[src/rtl/blkx_pkg.sv]
package blkx_pkg;
  typedef enum logic [1:0] {
    XK_STORE  = 2'b00,
    XK_FETCH  = 2'b01,
    XK_SWAP   = 2'b10,
    XK_VERIFY = 2'b11
  } xkind_e;

  typedef enum logic [2:0] {
    ST_IDLE,
    ST_ARM,
    ST_MOVE,
    ST_SWPW,
    ST_FIN
  } xstate_e;
endpackage

[src/rtl/blkx_trigger.sv]
module blkx_trigger #(
  parameter int AW = 16,
  parameter logic [AW-1:0] MATCH = 16'hFF00
) (
  input  logic          clk,
  input  logic          rst_n,
  input  logic          arm,
  input  logic          clr,
  input  logic          wr_stb,
  input  logic [AW-1:0] wr_addr,
  output logic          hit
);
  logic hit_q, hit_d;

  always_comb begin
    hit_d = hit_q;
    if (clr)
      hit_d = 1'b0;
    else if (arm && wr_stb && (wr_addr == MATCH))
      hit_d = 1'b1;
  end

  always_ff @(posedge clk or negedge rst_n) begin
    if (!rst_n) hit_q <= 1'b0;
    else        hit_q <= hit_d;
  end

  assign hit = hit_q;


  hit_src_chk: assert property (@(posedge clk) disable iff (!rst_n)
    $rose(hit) |-> $past(wr_stb && (wr_addr == MATCH)));
endmodule

[src/rtl/blkx_addr_ctr.sv]
module blkx_addr_ctr #(
  parameter int W = 16
) (
  input  logic         clk,
  input  logic         rst_n,
  input  logic         load,
  input  logic [W-1:0] load_val,
  input  logic         step,
  input  logic         hold,
  output logic [W-1:0] q
);
  logic [W-1:0] q_q, q_d;

  always_comb begin
    q_d = q_q;
    if (load)
      q_d = load_val;
    else if (step && !hold)
      q_d = q_q + W'(1);
  end

  always_ff @(posedge clk or negedge rst_n) begin
    if (!rst_n) q_q <= '0;
    else        q_q <= q_d;
  end

  assign q = q_q;


  frozen_chk: assert property (@(posedge clk) disable iff (!rst_n)
    (hold && !load) |=> (q == $past(q)));

  step_wrap_chk: assert property (@(posedge clk) disable iff (!rst_n)
    (step && !hold && !load && (q == {W{1'b1}})) |=> (q == '0));
endmodule

[src/rtl/blkx_ctrl.sv]
module blkx_ctrl
  import blkx_pkg::*;
(
  input  logic   clk,
  input  logic   rst_n,
  input  logic   exec,
  input  logic   nowait,
  input  logic   autoload,
  input  xkind_e kind,
  input  logic   ba,
  input  logic   hit,
  input  logic   same,
  input  logic   last,
  output logic   exec_clr,
  output logic   arm,
  output logic   trig_clr,
  output logic   ld,
  output logic   step,
  output logic   cap,
  output logic   we_h,
  output logic   we_x,
  output logic   drive,
  output logic   halt_n,
  output logic   eob_set,
  output logic   fault_set
);
  xstate_e st_q, st_d;
  logic    fault_q, fault_d;

  always_comb begin
    st_d      = st_q;
    fault_d   = fault_q;
    exec_clr  = 1'b0;
    arm       = 1'b0;
    trig_clr  = 1'b0;
    ld        = 1'b0;
    step      = 1'b0;
    cap       = 1'b0;
    we_h      = 1'b0;
    we_x      = 1'b0;
    drive     = 1'b0;
    halt_n    = 1'b1;
    eob_set   = 1'b0;
    fault_set = 1'b0;
    unique case (st_q)
      ST_IDLE: begin
        if (exec) begin
          exec_clr = 1'b1;
          ld       = 1'b1;
          fault_d  = 1'b0;
          st_d     = nowait ? ST_MOVE : ST_ARM;
        end
      end
      ST_ARM: begin
        arm = 1'b1;
        if (hit) begin
          trig_clr = 1'b1;
          st_d     = ST_MOVE;
        end
      end
      ST_MOVE: begin
        halt_n = 1'b0;
        if (ba) begin
          drive = 1'b1;
          unique case (kind)
            XK_STORE: begin
              we_x = 1'b1;
              step = 1'b1;
              if (last) st_d = ST_FIN;
            end
            XK_FETCH: begin
              we_h = 1'b1;
              step = 1'b1;
              if (last) st_d = ST_FIN;
            end
            XK_SWAP: begin
              cap  = 1'b1;
              st_d = ST_SWPW;
            end
            XK_VERIFY: begin
              if (same) begin
                step = 1'b1;
                if (last) st_d = ST_FIN;
              end else begin
                fault_d = 1'b1;
                st_d    = ST_FIN;
              end
            end
          endcase
        end
      end
      ST_SWPW: begin
        halt_n = 1'b0;
        if (ba) begin
          drive = 1'b1;
          we_h  = 1'b1;
          we_x  = 1'b1;
          step  = 1'b1;
          st_d  = last ? ST_FIN : ST_MOVE;
        end
      end
      ST_FIN: begin
        eob_set   = 1'b1;
        fault_set = fault_q;
        ld        = autoload;
        st_d      = ST_IDLE;
      end
      default: st_d = ST_IDLE;
    endcase
  end

  always_ff @(posedge clk or negedge rst_n) begin
    if (!rst_n) begin
      st_q    <= ST_IDLE;
      fault_q <= 1'b0;
    end else begin
      st_q    <= st_d;
      fault_q <= fault_d;
    end
  end


  exec_clr_start_chk: assert property (@(posedge clk) disable iff (!rst_n)
    exec_clr |=> (!exec_clr && (!halt_n || arm)));

  arm_idle_bus_chk: assert property (@(posedge clk) disable iff (!rst_n)
    arm |-> (halt_n && !drive));

  ba_quiet_chk: assert property (@(posedge clk) disable iff (!rst_n)
    !ba |-> (!we_h && !we_x && !drive));

  eob_release_chk: assert property (@(posedge clk) disable iff (!rst_n)
    eob_set |-> (halt_n && $past(!halt_n)));

  fault_with_eob_chk: assert property (@(posedge clk) disable iff (!rst_n)
    fault_set |-> eob_set);
endmodule

[src/rtl/blkx_engine.sv]
module blkx_engine
  import blkx_pkg::*;
#(
  parameter int HAW = 16,
  parameter int XAW = 19,
  parameter int DW  = 8,
  parameter int LW  = 16,
  parameter logic [HAW-1:0] TRIG_ADDR = 16'hFF00
) (
  input  logic           clk,
  input  logic           rst_n,
  input  logic           exec,
  output logic           exec_clr,
  input  logic           autoload,
  input  logic           nowait,
  input  logic [1:0]     kind,
  input  logic [1:0]     hold,
  input  logic [HAW-1:0] host_base,
  input  logic [XAW-1:0] exp_base,
  input  logic [LW-1:0]  len_cfg,
  input  logic           ba,
  output logic           halt_n,
  input  logic           snoop_we,
  input  logic [HAW-1:0] snoop_addr,
  output logic           h_drv,
  output logic [HAW-1:0] h_addr,
  output logic [DW-1:0]  h_wdata,
  input  logic [DW-1:0]  h_rdata,
  output logic           h_we,
  output logic [XAW-1:0] x_addr,
  output logic [DW-1:0]  x_wdata,
  input  logic [DW-1:0]  x_rdata,
  output logic           x_we,
  output logic           eob_set,
  output logic           fault_set,
  output logic [HAW-1:0] cur_host,
  output logic [XAW-1:0] cur_exp,
  output logic [LW:0]    cur_rem
);
  localparam int RW = LW + 1;
  localparam logic [RW-1:0] FULL_LEN = {1'b1, {LW{1'b0}}};

  // reset: asserted at once, released after two clean edges
  logic [1:0] rs_q;
  logic       rst_s;
  always_ff @(posedge clk or negedge rst_n) begin
    if (!rst_n) rs_q <= 2'b00;
    else        rs_q <= {rs_q[0], 1'b1};
  end
  assign rst_s = rs_q[1];

  xkind_e kind_e;
  assign kind_e = xkind_e'(kind);

  logic hit, arm, trig_clr, ld, step, cap, same, last;

  blkx_trigger #(.AW(HAW), .MATCH(TRIG_ADDR)) u_trig (
    .clk(clk), .rst_n(rst_s), .arm(arm), .clr(trig_clr),
    .wr_stb(snoop_we), .wr_addr(snoop_addr), .hit(hit)
  );

  blkx_ctrl u_ctrl (
    .clk(clk), .rst_n(rst_s), .exec(exec), .nowait(nowait),
    .autoload(autoload), .kind(kind_e), .ba(ba), .hit(hit),
    .same(same), .last(last), .exec_clr(exec_clr), .arm(arm),
    .trig_clr(trig_clr), .ld(ld), .step(step), .cap(cap),
    .we_h(h_we), .we_x(x_we), .drive(h_drv), .halt_n(halt_n),
    .eob_set(eob_set), .fault_set(fault_set)
  );

  blkx_addr_ctr #(.W(HAW)) u_hctr (
    .clk(clk), .rst_n(rst_s), .load(ld), .load_val(host_base),
    .step(step), .hold(hold[1]), .q(cur_host)
  );

  blkx_addr_ctr #(.W(XAW)) u_xctr (
    .clk(clk), .rst_n(rst_s), .load(ld), .load_val(exp_base),
    .step(step), .hold(hold[0]), .q(cur_exp)
  );

  // remaining-byte counter
  logic [RW-1:0] rem_q, rem_d, rem_init;
  assign rem_init = (len_cfg == '0) ? FULL_LEN : {1'b0, len_cfg};

  always_comb begin
    rem_d = rem_q;
    if (ld)
      rem_d = rem_init;
    else if (step)
      rem_d = rem_q - RW'(1);
  end

  always_ff @(posedge clk or negedge rst_s) begin
    if (!rst_s) rem_q <= '0;
    else        rem_q <= rem_d;
  end

  assign last    = (rem_q == RW'(1));
  assign cur_rem = rem_q;

  // swap holding bytes
  logic [DW-1:0] keep_h_q, keep_x_q, keep_h_d, keep_x_d;
  always_comb begin
    keep_h_d = keep_h_q;
    keep_x_d = keep_x_q;
    if (cap) begin
      keep_h_d = h_rdata;
      keep_x_d = x_rdata;
    end
  end

  always_ff @(posedge clk or negedge rst_s) begin
    if (!rst_s) begin
      keep_h_q <= '0;
      keep_x_q <= '0;
    end else begin
      keep_h_q <= keep_h_d;
      keep_x_q <= keep_x_d;
    end
  end

  assign same    = (h_rdata == x_rdata);
  assign h_addr  = cur_host;
  assign x_addr  = cur_exp;
  assign h_wdata = (kind_e == XK_SWAP) ? keep_x_q : x_rdata;
  assign x_wdata = (kind_e == XK_SWAP) ? keep_h_q : h_rdata;


  rem_live_chk: assert property (@(posedge clk) disable iff (!rst_s)
    !halt_n |-> (cur_rem != '0));

  ba_freeze_chk: assert property (@(posedge clk) disable iff (!rst_s)
    (!ba && !halt_n) |=> (cur_rem == $past(cur_rem)));

  verify_nowrite_chk: assert property (@(posedge clk) disable iff (!rst_s)
    (kind_e == XK_VERIFY) |-> (!h_we && !x_we));
endmodule

[config.mk]
export PLATFORM = sky130hd
export DESIGN_NAME = blkx_engine
export DESIGN_NICKNAME = d
export VERILOG_FILES = /design/src/rtl/blkx_pkg.sv /design/src/rtl/blkx_trigger.sv /design/src/rtl/blkx_addr_ctr.sv /design/src/rtl/blkx_ctrl.sv /design/src/rtl/blkx_engine.sv
export SDC_FILE = /design/constraint.sdc
export NUM_CORES = 1
export LEC_CHECK = 0
export ABC_CLOCK_PERIOD_IN_PS = 6700
export BUFFER_PORTS_ARGS = -buffer_cell sky130_fd_sc_hd__buf_4
export CAP_MARGIN = 0
export CORE_MARGIN = 2
export CORE_UTILIZATION = 25
export DETAILED_ROUTE_END_ITERATION = 7
export MAX_ROUTING_LAYER = met4
export PLACE_DENSITY_LB_ADDON = 0.15
export SYNTH_ARGS = -nofsm -noshare
export SYNTH_HDL_FRONTEND = slang
export SYNTH_SLANG_ARGS = --single-unit
export TNS_END_PERCENT = 30
[constraint.sdc]
create_clock -name clk -period 6.7 [get_ports clk]
set_input_delay 0.67 -clock clk [delete_from_list [all_inputs] [get_ports clk]]
set_output_delay 0.67 -clock clk [all_outputs]
set_load 0.005 [all_outputs]
==> Word level (Yosys, flattened, before mapping) <==
Index checks and enable logic that the tools add are counted.
{ "word_totals": {"register_bits": 75, "input_bits": 94, "output_inout_bits": 110, "wordCells": 96} }
{ "classes": {"n_addsub": 3, "n_eq_ne": 16, "muxes": 50, "reduce_logical": 18} }
{ "ops": {"columns": ["cell", "count"], "rows": [
  ["17-bit 2-to-1 mux", 3],
  ["19-bit 2-to-1 mux", 2],
  ["16-bit 2-to-1 mux", 2],
  ["1-bit 2-to-1 mux", 25],
  ["3-bit 2-to-1 mux", 7],
  ["19-bit by 1-bit adder with 19-bit output (second input constant)", 1],
  ["17-bit by 1-bit == test with 1-bit output (second input constant)", 1],
  ["17-bit by 1-bit subtractor with 17-bit output (second input constant)", 1],
  ["16-bit by 1-bit adder with 16-bit output (second input constant)", 1],
  ["16-bit == test (second input constant)", 1],
  ["16-bit zero test", 1],
  ["8-bit 2-to-1 mux", 2],
  ["1-bit one-hot mux with 2 select lines", 6],
  ["3-bit one-hot mux with 4 select lines", 1],
  ["2-bit != test (second input constant)", 5],
  ["2-bit nonzero test", 5],
  ["3-bit one-hot mux with 3 select lines", 1],
  ["8-bit == test", 1],
  ["3-bit by 2-bit == test with 1-bit output (second input constant)", 2],
  ["5-bit AND reduction", 1],
  ["2-bit == test (second input constant)", 2],
  ["1-bit logical AND", 4],
  ["4-bit AND reduction", 1],
  ["2-bit OR reduction", 2],
  ["other kinds (8)", 9]
]} }

==> Depth between registers and ports, before layout <==
Gate-level depths: netlist of run 1.
{ "depth": {"word_depth": 8, "mapped_depth": 7, "mapped_depth_nobuf": 6} }

==> By module <==
Synthesis of run 1 repeated with hierarchy kept, for this count alone.
{ "unflattened": {"cells_unflattened": 497, "area_unflattened_um2": 4730.8} }
{ "modules_own_cells": {"columns": ["mod", "instances", "cells_each", "area_per_inst_um2", "seq_area_each_um2"], "rows": [
  ["blkx_engine", 1, 218, 2189.6, 875.8],
  ["blkx_addr_ctr (u_xctr)", 1, 121, 1102.3, 475.5],
  ["blkx_addr_ctr (u_hctr)", 1, 98, 944.7, 400.4],
  ["blkx_ctrl", 1, 49, 401.6, 100.1],
  ["blkx_trigger", 1, 11, 92.6, 25.0]
]} }

==> Least setup slack after synthesis of run 1 <==
OpenSTA, ideal clock, no wires.
{ "synth_timing": {"path_type": "input -> output", "from": "input port kind[1]", "to": "output port h_wdata[0]", "t_arrival_ps": 1825, "t_required_ps": 6030, "slack_ps": 4205, "stages": 4, "path_buffers": 1, "path_cell_list": "inv_1 > nor2_1 > clkbuf_1 > mux2_2"} }
{ "synth_between": {"elab_chain_cells": 2} }
{ "synth_rtl": {"columns": ["item", "line_no", "text"], "rows": [
  ["start: declaration", "blkx_engine.sv:16", "input logic [1:0] kind,"],
  ["2-bit == test", "blkx_engine.sv:125", "assign h_wdata = (kind_e == XK_SWAP) ? keep_x_q : x_rdata;"],
  ["8-bit 2-to-1 mux", "blkx_engine.sv:125", null],
  ["end: declaration", "blkx_engine.sv:27", "output logic [DW-1:0] h_wdata,"]
]} }
Every way passes these cells.

==> Worst setup path in the final report of run 1 <==
{ "layout_timing": {"from": "input port h_rdata[3]", "to": "register rem_q[14], in the netlist cur_rem[14]"} }
{ "layout_between": {"elab_chain_cells": 6} }
{ "layout_rtl": {"columns": ["item", "line_no", "text"], "rows": [
  ["start: declaration", "blkx_engine.sv:28", "input logic [DW-1:0] h_rdata,"],
  ["8-bit == test", "blkx_engine.sv:122", "assign same = (h_rdata == x_rdata);"],
  ["1-bit 2-to-1 mux", "blkx_ctrl.sv:81", "if (same) begin"],
  ["1-bit one-hot mux with 2 select lines", "blkx_ctrl.sv:65", "unique case (kind)"],
  ["1-bit 2-to-1 mux", "blkx_ctrl.sv:63", "if (ba) begin"],
  ["1-bit one-hot mux with 2 select lines", "blkx_ctrl.sv:45", "unique case (st_q)"],
  ["2-bit nonzero test (no source line)", null, null],
  ["end signal: assignment", "blkx_engine.sv:95", "else rem_q <= rem_d;"],
  ["end: declaration", "blkx_engine.sv:82", "logic [RW-1:0] rem_q, rem_d, rem_init;"]
]} }
Every way passes these cells.
A chain may end at the register's enable or synchronous reset.

==> out/summary.txt, run 1 <==
Status: finished, final reports clean
Setup Buffers After CTS: 0
Worst-Margin Slew: 1.03 ns
Fraction of layout cells with a size suffix above 1: 38.9%
H-tree depth: 3
Synth top area share: 38.9%
Count of hold-fix buffers inserted at cts: 0
Max cap viols: 0
Syn_nets: 641
Crit path max-delay cell type: or4_2
I/O Buffers: 203
Setup_tns: 0 ns
Root Driver: clkbuf_16
Syn. warnings: 0
DRC Markers: 0
Pwr Total: 0.00265 W
Hold crit path type: input pin to asynchronous set/reset pin
Max FO, Critical Path: 107
Core area: 0.0188 mm^2
Mapped Cells: 543
Max Root-Sink Buffers: 2
Sequential fraction of the synthesis area: 38.9%
CTS tree: yes
Cell mode on critical path: buf_4
Filler-free cell count of the finished design: 960
Ranking of synthesized cells by area: dfrtp_1 (39%), mux2_2 (7.5%), a31oi_1 (6.6%)
Critical path's top delay family: simple AND/OR/NAND/NOR gates
Worst Setup End Kind: flop
Final Core Density: 35.4%
Post-synth EDFFs: 0
Post-CTS sizing: 0
Final setup vio count: 0
RSZ-0062 raised after global routing: no
I/O pins: 204
Max_slew headroom: 31.2%
Nets: 793
Largest net degree at the start of global routing: 108
Worst Skew: 0.00924 ns
Critical path class: input pin to flop
Final Hold Violating Endpoints: 0
CTS Buf Count: 9
Final HPWL DP: 11500 um
Netlist Area Pre-Place: 0.00482 mm^2
Average wire per standard cell: 16.6 um
#FFs+latches synth: 75
Fmax: 367 MHz
CP peak stage delay: 0.74 ns
Vias in the first global route: 4596
Req. time, crit path: 6.97 ns
Overflow after GRT: 0
Maximum vdd drop: 154 uV
Clk Latency, worst-skew pair: 0.35 ns
Fin crit share: 40.7%
Chip width: 143 um
Worst-path clk slew: 0.06 ns
Cell type with the largest total area after synthesis: dfrtp_1
WL final: 16000 um
Final-report max-slew violation count: 0
Gr usage total: 15.9%
Arr. time, crit path: 3.00 ns
Global placer's final weighted congestion: 0.783
ANT nets after route: 0
Cell Rows: 50
Initial Util: 25.6%
TritonRoute pass-1 iters: 4
First-pass GRT wire length: 24500 um
Final min period: 2.73 ns
# clock sinks: 75
Initial antenna violation count: 0
Leakage: 2.74 nW
Crit-path cells: buf_4 > xor2_1 > nor4_1 > a21oi_4 > buf_4 > or4_2 > a31oi_1
Mean Syn Cell Area: 8.88 um^2
Buf+Inv Stages, Crit Path: 2
Async S/R FF share, synth: 100%
Worst setup SP type: input pin
Die height: 143 um
DR vias/cell: 4.98
Via count: 4785
Unique masters post-synth: 47
Die area: 0.0204 mm^2
Synth-to-layout area growth: 38.3%
Initial DRC count: 203
Post-synth top flop: dfrtp_1
PD cells: 397 mW/mm^2
Cells after DPL: 944
Ant. Diodes: 0
[synth_stat cells (all sizes together), types with 7 or more instances]
library cell	number
a31oi	51
buf	39
clkbuf	28
dfrtp	75
inv	7
mux2	32
nand2	12
nand2b	7
nand3	15
nand4	16
nor2	70
nor4	11
o21ai	39
o31ai	16
or3	36
or4	23
xor2	8
[area by class of cell]
class / count / area [um^2]
clock inverters: 4 / 47.5
multi-input cells: 394 / 2560
fillers: 1931 / 12200
well taps: 260 / 325
clock buffers: 12 / 267
repair buffers: 208 / 1560
inverters: 7 / 26.3
flip-flops and latches: 75 / 1880
[worst reg2reg max path, stage by stage, from the launching register on]
cell and delay, ns:
dfrtp_1 0.56, nand3b_1 0.36, nor3_1 0.74, nand3_1 0.31
or4_1 0.53, a31oi_1 0.17
[path summary, 6_finish.rpt]
check / slack, ns / startpoint / depth (start not counted) / endpoint
setup / recovery: 3.97 / h_rdata[3] / 7 / cur_rem[14]$_DFFE_PN0P_
hold / removal: 0.1 / rst_n / 1 / rs_q[1]$_DFF_PN0_
setup reg to reg: 3.97 / u_ctrl.st_q[1]$_DFFE_PN0P_ / 5 / u_xctr.q[16]$_DFFE_PN0P_
hold reg to reg: 0.35 / rs_q[0]$_DFF_PN0_ / 0 / rs_q[1]$_DFF_PN0_
max in group asynchronous: 5.55 / rs_q[1]$_DFF_PN0_ / 0 / u_xctr.q[1]$_DFFE_PN0P_
min in group clk: 0.35 / rs_q[0]$_DFF_PN0_ / 0 / rs_q[1]$_DFF_PN0_
[layer usage]
metal  share of wire, %  vias up  track usage (%)  wire (um)
met4                1.5        0             4.85        236
li1                   -     2322                -          -
met1                 44     2281             20.5       7050
met3                7.4       17             4.49       1180
met2                 47      165             24.3       7500
met5                  0        -                -          0
[cells by family (layout without fill, tap and decap cells)]
| group | count (synthesis) | count (layout) | share of synthesized area (%) |
|---|---|---|---|
| simple gates | 229 | 229 | 27.2 |
| compound gates | 118 | 118 | 14.9 |
| flops | 75 | 75 | 38.9 |
| buf+inv | 74 | 231 | 8.49 |
| mux | 34 | 34 | 7.89 |
| xor+xnor | 8 | 8 | 1.45 |
| fa+ha+maj | 4 | 4 | 1.04 |
| other cells | 1 | 1 | 0.0778 |
[state kept, by name, indices dropped and copies added (netlist names)]
| name | flops |
|---|---|
| keep_x_q | 8 |
| u_xctr.q | 19 |
| u_ctrl.st_q | 3 |
| cur_rem | 17 |
| u_trig.hit | 1 |
| keep_h_q | 8 |
| u_ctrl.fault_q | 1 |
| rs_q | 2 |
| u_hctr.q | 16 |
[layout by cell type, fill, tap and decap left out, types with 6 or more instances in the layout]
| cell | Yosys | routed |
|---|---|---|
| buf_4 | 35 | 208 |
| dfrtp_1 | 75 | 74 |
| nor2_1 | 69 | 69 |
| a31oi_1 | 51 | 51 |
| o21ai_0 | 37 | 37 |
| or3_1 | 34 | 34 |
| mux2_2 | 32 | 32 |
| or4_1 | 19 | 19 |
| nand4_1 | 16 | 16 |
| o31ai_1 | 16 | 16 |
| nand3_1 | 15 | 15 |
| nand2_1 | 12 | 12 |
| nor4_1 | 10 | 10 |
| clkbuf_16 | 0 | 9 |
| xor2_1 | 8 | 8 |
| inv_1 | 7 | 7 |
| nand2b_1 | 7 | 7 |
| nor3_1 | 6 | 6 |
| and3_1 | 6 | 6 |
[metrics by stage]
step,setup slack [ns],hold WS (ns),instance area [um^2]
after floorplan,4.20,0.331,4820
after global placement,3.68,0.338,6350
after detailed placement,3.57,0.336,6350
after CTS,3.94,0.0840,6670
after global routing,3.73,0.0857,6670
final,3.97,0.0977,6670
[where the power goes]
part           switching, W  internal, W  leakage [nW]  total (W)
clock network      0.000203     0.000318         0.155   0.000521
logic              0.000530     0.000628          1.72    0.00116
registers          0.000301     0.000668         0.857   0.000969
total               0.00103      0.00161          2.74    0.00265
Note: power is estimated with default switching activity, not from simulation.
==> run 2: changes to the inputs <==
--- a/config.mk
+++ b/config.mk
@@ -5,7 +5,7 @@
 export SDC_FILE = /design/constraint.sdc
 export NUM_CORES = 1
 export LEC_CHECK = 0
-export ABC_CLOCK_PERIOD_IN_PS = 6700
+export ABC_CLOCK_PERIOD_IN_PS = 2260
 export BUFFER_PORTS_ARGS = -buffer_cell sky130_fd_sc_hd__buf_4
 export CAP_MARGIN = 0
 export CORE_MARGIN = 2
==> constraint.sdc (replaced) <==
create_clock -name clk -period 2.26 [get_ports clk]
set_input_delay 0.226 -clock clk [delete_from_list [all_inputs] [get_ports clk]]
set_output_delay 0.226 -clock clk [all_outputs]
set_load 0.005 [all_outputs]
==> run 2 against run 1 <==
The flow now finishes with violations (setup timing). Via count is 2.1% higher. Core utilization is 2.1 points higher. Power grew to 3.1 times the previous value. Sequential share of layout area down 1.6 points. Register-to-register slack worse by 4.0 ns. Clock skew down 0.0012 ns. Count of clock-buffer cells in the layout did not move. Final area up 6.0%. First-iteration DRC count increased by 19%. Routed wire length increased by 3.8%.
==> out/summary.txt, run 2 (same netlist as run 1, synthesis figures left out) <==
ANT nets after route: 0 (unchanged)
Final setup margin: -0.00478 ns (-3.98 ns)
Worst-path clk slew: 0.06 ns (about the same)
Final min period: 2.26 ns
Initial Util: 25.6% (unchanged)
Placed Area: 0.00669 mm^2 (+5.4%)
DR vias/cell: 4.88 (-2.1%)
Core area: 0.0188 mm^2 (unchanged)
Vias in the first global route: 4864 (+5.8%)
Final Hold Violating Endpoints: 0 (unchanged)
Max cap viols: 0 (unchanged)
Most common cell after layout, fill and taps aside: buf_4
Overflow after GRT: 0 (unchanged)
Crit path max-delay cell type: or4_4
Worst Setup End Kind: flop
Status: complete, but fails checks
Final Core Density: 37.5% (+2.1 points)
Root Driver: clkbuf_16
Average wire per standard cell: 16.6 um (-0.44%)
Failing checks: setup timing
Post-layout instance area: 0.00707 mm^2 (+6.0%)
Filler-free cell count of the finished design: 1001 (+4.3%)
P_int: 0.00517 W (+220%)
Depth of the most critical reg-to-reg path: 5 (unchanged)
Largest net degree at the start of global routing: 49 (-55%)
First-pass GRT wire length: 25500 um (+3.9%)
Nets: 834 (+5.2%)
Sequential Power Share: 32.1% (-4.5 points)
Hold crit path type: input pin to flop
P_sw: 0.00316 W (+210%)
Via count: 4887 (+2.1%)
Crit. Startpoint: cur_rem[6]$_DFFE_PN0P_
Hold path start: h_rdata[7]
Final HPWL DP: 12500 um (+8.9%)
H-tree depth: 3 (unchanged)
Net Sw Frac: 37.9% (-1.1 points)
Clk Latency, worst-skew pair: 0.34 ns (about the same)
Crit-path cells: or4_4 > or3b_4 > or4_1 > or3_1 > a31oi_1
I/O Buffers: 203 (unchanged)
CP peak stage delay: 0.54 ns (-0.20 ns)
Maximum vdd drop: 394 uV (+160%)
Max_slew headroom: 52.0% (+21 points)
Synth-to-layout area growth: 46.6%
Comb pwr share: 48.3% (+4.6 points)
Die height: 143 um (unchanged)
Max reg flops: 19 (unchanged)
Chip width: 143 um (unchanged)
I/O pins: 204 (unchanged)
RSZ-0062 raised after global routing: yes
WL final: 16600 um (+3.8%)
Global placer's final weighted congestion: 0.829 (+5.9%)
Ant. Diodes: 0 (unchanged)
Cell Rows: 50 (unchanged)
TritonRoute pass-1 iters: 5 (+1)
Final-report max-slew violation count: 0 (unchanged)
DRC Markers: 0 (unchanged)
CTS Buf Count: 9 (unchanged)
Initial antenna violation count: 0 (unchanged)
Leakage: 2.96 nW (+8.3%)
Worst-Margin Slew: 0.718 ns (-0.314 ns)
PD cells: 1180 mW/mm^2 (+200%)
Req. time, crit path: 2.52 ns (-4.45 ns)
Max Root-Sink Buffers: 2 (unchanged)
# clock sinks: 75 (unchanged)
Arr. time, crit path: 2.52 ns (-0.48 ns)
Critical path class: flop to flop
Reg2reg start: cur_rem[6]$_DFFE_PN0P_
Fraction of layout cells with a size suffix above 1: 42.8% (+3.9 points)
Initial DRC count: 242 (+19%)
Worst Skew: 0.00801 ns (-0.00123 ns)
Gr usage total: 16.4% (+0.52 points)
Fmax: 442 MHz
Final setup vio count: 1 (+1)
CTS tree: yes
Most frequent cells in the layout: buf_4 (243), dfrtp_1 (74), nor2_1 (68)
Max FO, Critical Path: 2 (-98%)
Die area: 0.0204 mm^2 (unchanged)
Worst Hold Path Cells: 2
Clk pwr share: 19.5% (-0.2 points)
Fin crit share: 100%
Cells after DPL: 983 (+4.1%)
Worst setup SP type: flop
## run 2: cell count changes in the layout (fill, tap and decap cells not counted), moves of 2 or more
| cell | previous run | this run |
|---|---|---|
| buf_12 | 0 | 4 |
| buf_4 | 208 | 243 |
| or3_1 | 34 | 32 |
| or3_4 | 0 | 2 |
| or4_4 | 1 | 3 |
## run 2: critical path: cells and delay by family, from the launching register on
family           cells  cell delay, ns
flip-flops           1            0.37
AO/OA/AOI/OAI        1            0.17
AND/OR/NAND/NOR      4            1.64
## run 2: area by class of cell
class	instances	area (um^2)
fill	1932	11800
multi-input combinational	394	2580
timing repair buffer	249	1930
sequential	75	1880
tap	260	325
clock buffer	12	256
clock inverter	4	72.6
inverter	7	26.3
## run 2: repair_timing
item / in CTS / in global routing
hold buffers: 1 / 0
buffers inserted: 0 / 1
endpoints found under the setup margin: 0 / 6
hold endpoints to repair: 2 / 0
resized for setup: 0 / 8
## run 2: per-stage QoR
| stage | setup slack (ns) | power (W) | TNS, ns | hold WS [ns] |
|---|---|---|---|---|
| finish | -0.00478 | 0.00833 | -0.00478 | 0.144 |
| global route | -0.0760 | 0.00899 | -0.0787 | 0.135 |
| CTS | 0.00251 | 0.00842 | 0 | 0.129 |
| detailed placement | 0.0113 | 0.00675 | 0 | 0.0104 |
| global placement | 0.0162 | 0.00666 | 0 | 0.0102 |
| floorplan | 0.00957 | 0.00468 | 0 | -0.0696 |
## run 2: power by group through the flow
stage	logic, W	registers (W)	clock network, W
global placement	0.00400	0.00266	0
detailed placement	0.00405	0.00269	0
CTS	0.00407	0.00268	0.00168
finish	0.00403	0.00268	0.00163
floorplan	0.00205	0.00262	0
global route	0.00444	0.00280	0.00174
## run 2: path summary, 6_finish.rpt
check / end / slack [ns]
setup / recovery: cur_rem[15]$_DFFE_PN0P_ / -0.005
hold / removal: keep_h_q[7]$_DFFE_PN0P_ / 0.14
setup reg to reg: cur_rem[15]$_DFFE_PN0P_ / -0.005
hold reg to reg: u_hctr.q[7]$_DFFE_PN0P_ / 0.25
max in group asynchronous: u_xctr.q[16]$_DFFE_PN0P_ / 1.39
min in group asynchronous: rs_q[1]$_DFF_PN0_ / 0.20
## run 2: routing by layer
metal | global-route usage, % | routed length [um] | vias to the layer above
met3 | 3.96 | 1190 | 19
met1 | 21.6 | 7510 | 2294
met2 | 25.3 | 7640 | 173
li1 | - | - | 2401
met4 | 4.64 | 238 | 0
met5 | - | 0 | -
==> run 3: changes to the inputs <==
--- a/config.mk
+++ b/config.mk
@@ -13,6 +13,7 @@
 export DETAILED_ROUTE_END_ITERATION = 7
 export MAX_ROUTING_LAYER = met4
 export PLACE_DENSITY_LB_ADDON = 0.15
+export SKIP_CTS_REPAIR_TIMING = 1
 export SYNTH_ARGS = -nofsm -noshare
 export SYNTH_HDL_FRONTEND = slang
 export SYNTH_SLANG_ARGS = --single-unit
==> constraint.sdc (replaced) <==
create_clock -name clk -period 2.26 [get_ports clk]
set_input_delay 0.113 -clock clk [delete_from_list [all_inputs] [get_ports clk]]
set_output_delay 0.113 -clock clk [all_outputs]
set_load 0.005 [all_outputs]
==> run 3 against run 2 <==
The run now ends clean. Final area about the same. Via count shrank 0.23%. Setup slack better by 0.031 ns. Non-clock buffer count unchanged. Register-to-register slack improved by 0.03 ns. Clock power is 9% lower. Die area is the same. Power decreased by 1.1%. Count of clock-buffer cells in the layout shrank 3.
==> out/summary.txt, run 3 (same netlist as run 1, synthesis figures left out) <==
Fill count: 1976 (+2.3%)
Status: finished, final reports clean
Worst setup SP type: flop
Cells after DPL: 983 (unchanged)
Req. time, crit path: 2.53 ns (about the same)
Fraction of layout cells with a size suffix above 1: 42.8% (unchanged)
Final-report max-slew violation count: 0 (unchanged)
Final setup vio count: 0 (-1)
Die height: 143 um (unchanged)
WL final: 16300 um (-1.4%)
Clk Latency, worst-skew pair: 0.34 ns (about the same)
Maximum vdd drop: 442 uV (+12%)
Final HPWL DP: 12400 um (-0.44%)
ANT nets after route: 0 (unchanged)
Vias in the first global route: 4688 (-3.6%)
Max Root-Sink Buffers: 2 (unchanged)
CTS Buf Count: 9 (unchanged)
I/O pins: 204 (unchanged)
DR vias/cell: 4.87 (-0.23%)
Overflow after GRT: 0 (unchanged)
Max cap viols: 0 (unchanged)
Most common cell after layout, fill and taps aside: buf_4
Chip width: 143 um (unchanged)
Max_slew headroom: 50.7% (-1.3 points)
# clock sinks: 75 (unchanged)
I/O Buffers: 203 (unchanged)
First-pass GRT wire length: 25300 um (-0.87%)
Final Hold Violating Endpoints: 0 (unchanged)
CTS tree: yes
Fmax: 448 MHz (+1.4%)
RSZ-0062 raised after global routing: yes
Nets: 834 (unchanged)
Leakage: 2.97 nW (+0.13%)
Arr. time, crit path: 2.50 ns (-0.02 ns)
PD cells: 1170 mW/mm^2 (-1.0%)
Filler-free cell count of the finished design: 1001 (unchanged)
Ant. Diodes: 0 (unchanged)
Gr usage total: 16.2% (-0.19 points)
Most frequent cells in the layout: buf_4 (241), dfrtp_1 (74), nor2_1 (68)
Post-layout instance area: 0.00706 mm^2 (about the same)
Fin crit share: 98.9% (-1.4 points)
Max FO, Critical Path: 2 (unchanged)
Largest net degree at the start of global routing: 49 (unchanged)
Setup_tns: 0 ns (+0.00478 ns)
Worst-path clk slew: 0.06 ns (about the same)
H-tree depth: 3 (unchanged)
Global placer's final weighted congestion: 0.792 (-4.5%)
Initial Util: 25.6% (unchanged)
Placed Area: 0.00672 mm^2 (+0.37%)
Synth-to-layout area growth: 46.5% (about the same)
Final min period: 2.23 ns (-0.0307 ns)
Initial DRC count: 214 (-12%)
TritonRoute pass-1 iters: 4 (-1)
Core area: 0.0188 mm^2 (unchanged)
Critical path class: flop to flop
Root Driver: clkbuf_16
Hold crit path type: input pin to flop
Initial antenna violation count: 0 (unchanged)
Worst Setup End Kind: flop
Via count: 4876 (-0.23%)
Pwr Total: 0.00825 W (-1.1%)
Worst Skew: 0.0126 ns (+0.00463 ns)
Cell Rows: 50 (unchanged)
Average wire per standard cell: 16.3 um (-1.4%)
Reg-to-reg setup timing slack: 0.03 ns (+0.03 ns)
Max reg flops: 19 (unchanged)
DRC Markers: 0 (unchanged)
Worst-Margin Slew: 0.737 ns (+0.0195 ns)
Die area: 0.0204 mm^2 (unchanged)
==> run 3: cell count changes in the layout (fill, tap and decap cells not counted), sizes merged <==
cell      delta
clkinvlp     -1
bufinv       -1
clkbuf       -3
inv          +2
clkinv       +3
==> run 3: area by class of cell <==
| cell class | count | area [um^2] | share of cell area (%) |
|---|---|---|---|
| Inverter | 7 | 26.3 | 0.372 |
| Timing Repair Buffer | 249 | 1950 | 27.6 |
| Clock buffer | 9 | 225 | 3.19 |
| Tap cell | 260 | 325 | 4.61 |
| Multi-Input combinational cell | 394 | 2580 | 36.5 |
| Sequential cell | 75 | 1880 | 26.6 |
| Clock inverter | 7 | 75.1 | 1.06 |
==> run 3: through the flow <==
step                utilization [%]  worst slack [ns]  hold slack, ns
finish                         37.5            0.0259          0.0263
detailed placement             35.7           -0.0648          -0.101
CTS                            37.3          -0.00719          -0.470
global route                   37.5           -0.0443          0.0168
global placement               35.7           -0.0158          -0.102
floorplan                         -           0.00957          -0.183
==> run 3: worst paths after layout <==
path,start,to,depth (start not counted)
max,cur_rem[6]$_DFFE_PN0P_,cur_rem[15]$_DFFE_PN0P_,5
min reg2reg,rs_q[1]$_DFF_PN0_,u_hctr.q[10]$_DFFE_PN0P_,0
max in group asynchronous,rs_q[1]$_DFF_PN0_,u_xctr.q[7]$_DFFE_PN0P_,1
min,x_rdata[4],keep_x_q[4]$_DFFE_PN0P_,2
min in group asynchronous,rst_n,rs_q[1]$_DFF_PN0_,2
max reg2reg,cur_rem[6]$_DFFE_PN0P_,cur_rem[15]$_DFFE_PN0P_,5
==> run 3: critical path, cell delays in order, from the launching register on <==
cell and delay, ns:
dfrtp_1 0.38, or4_4 0.54, or3b_4 0.39, or4_4 0.41, or3_1 0.31, a31oi_1 0.13
==> run 3: per-layer routing <==
layer  track usage (%)  vias up  routed length, um
met3              4.36       10               1090
met1              21.4     2314               7450
met5                 -        -                  0
met4              3.44        0                152
li1                  -     2396                  -
met2              25.2      156               7650
==> run 3: power breakdown <==
group	switching, W	internal, W	total, W
clock network	0.000625	0.000864	0.00149
registers	0.000702	0.00198	0.00268
logic	0.00186	0.00221	0.00408
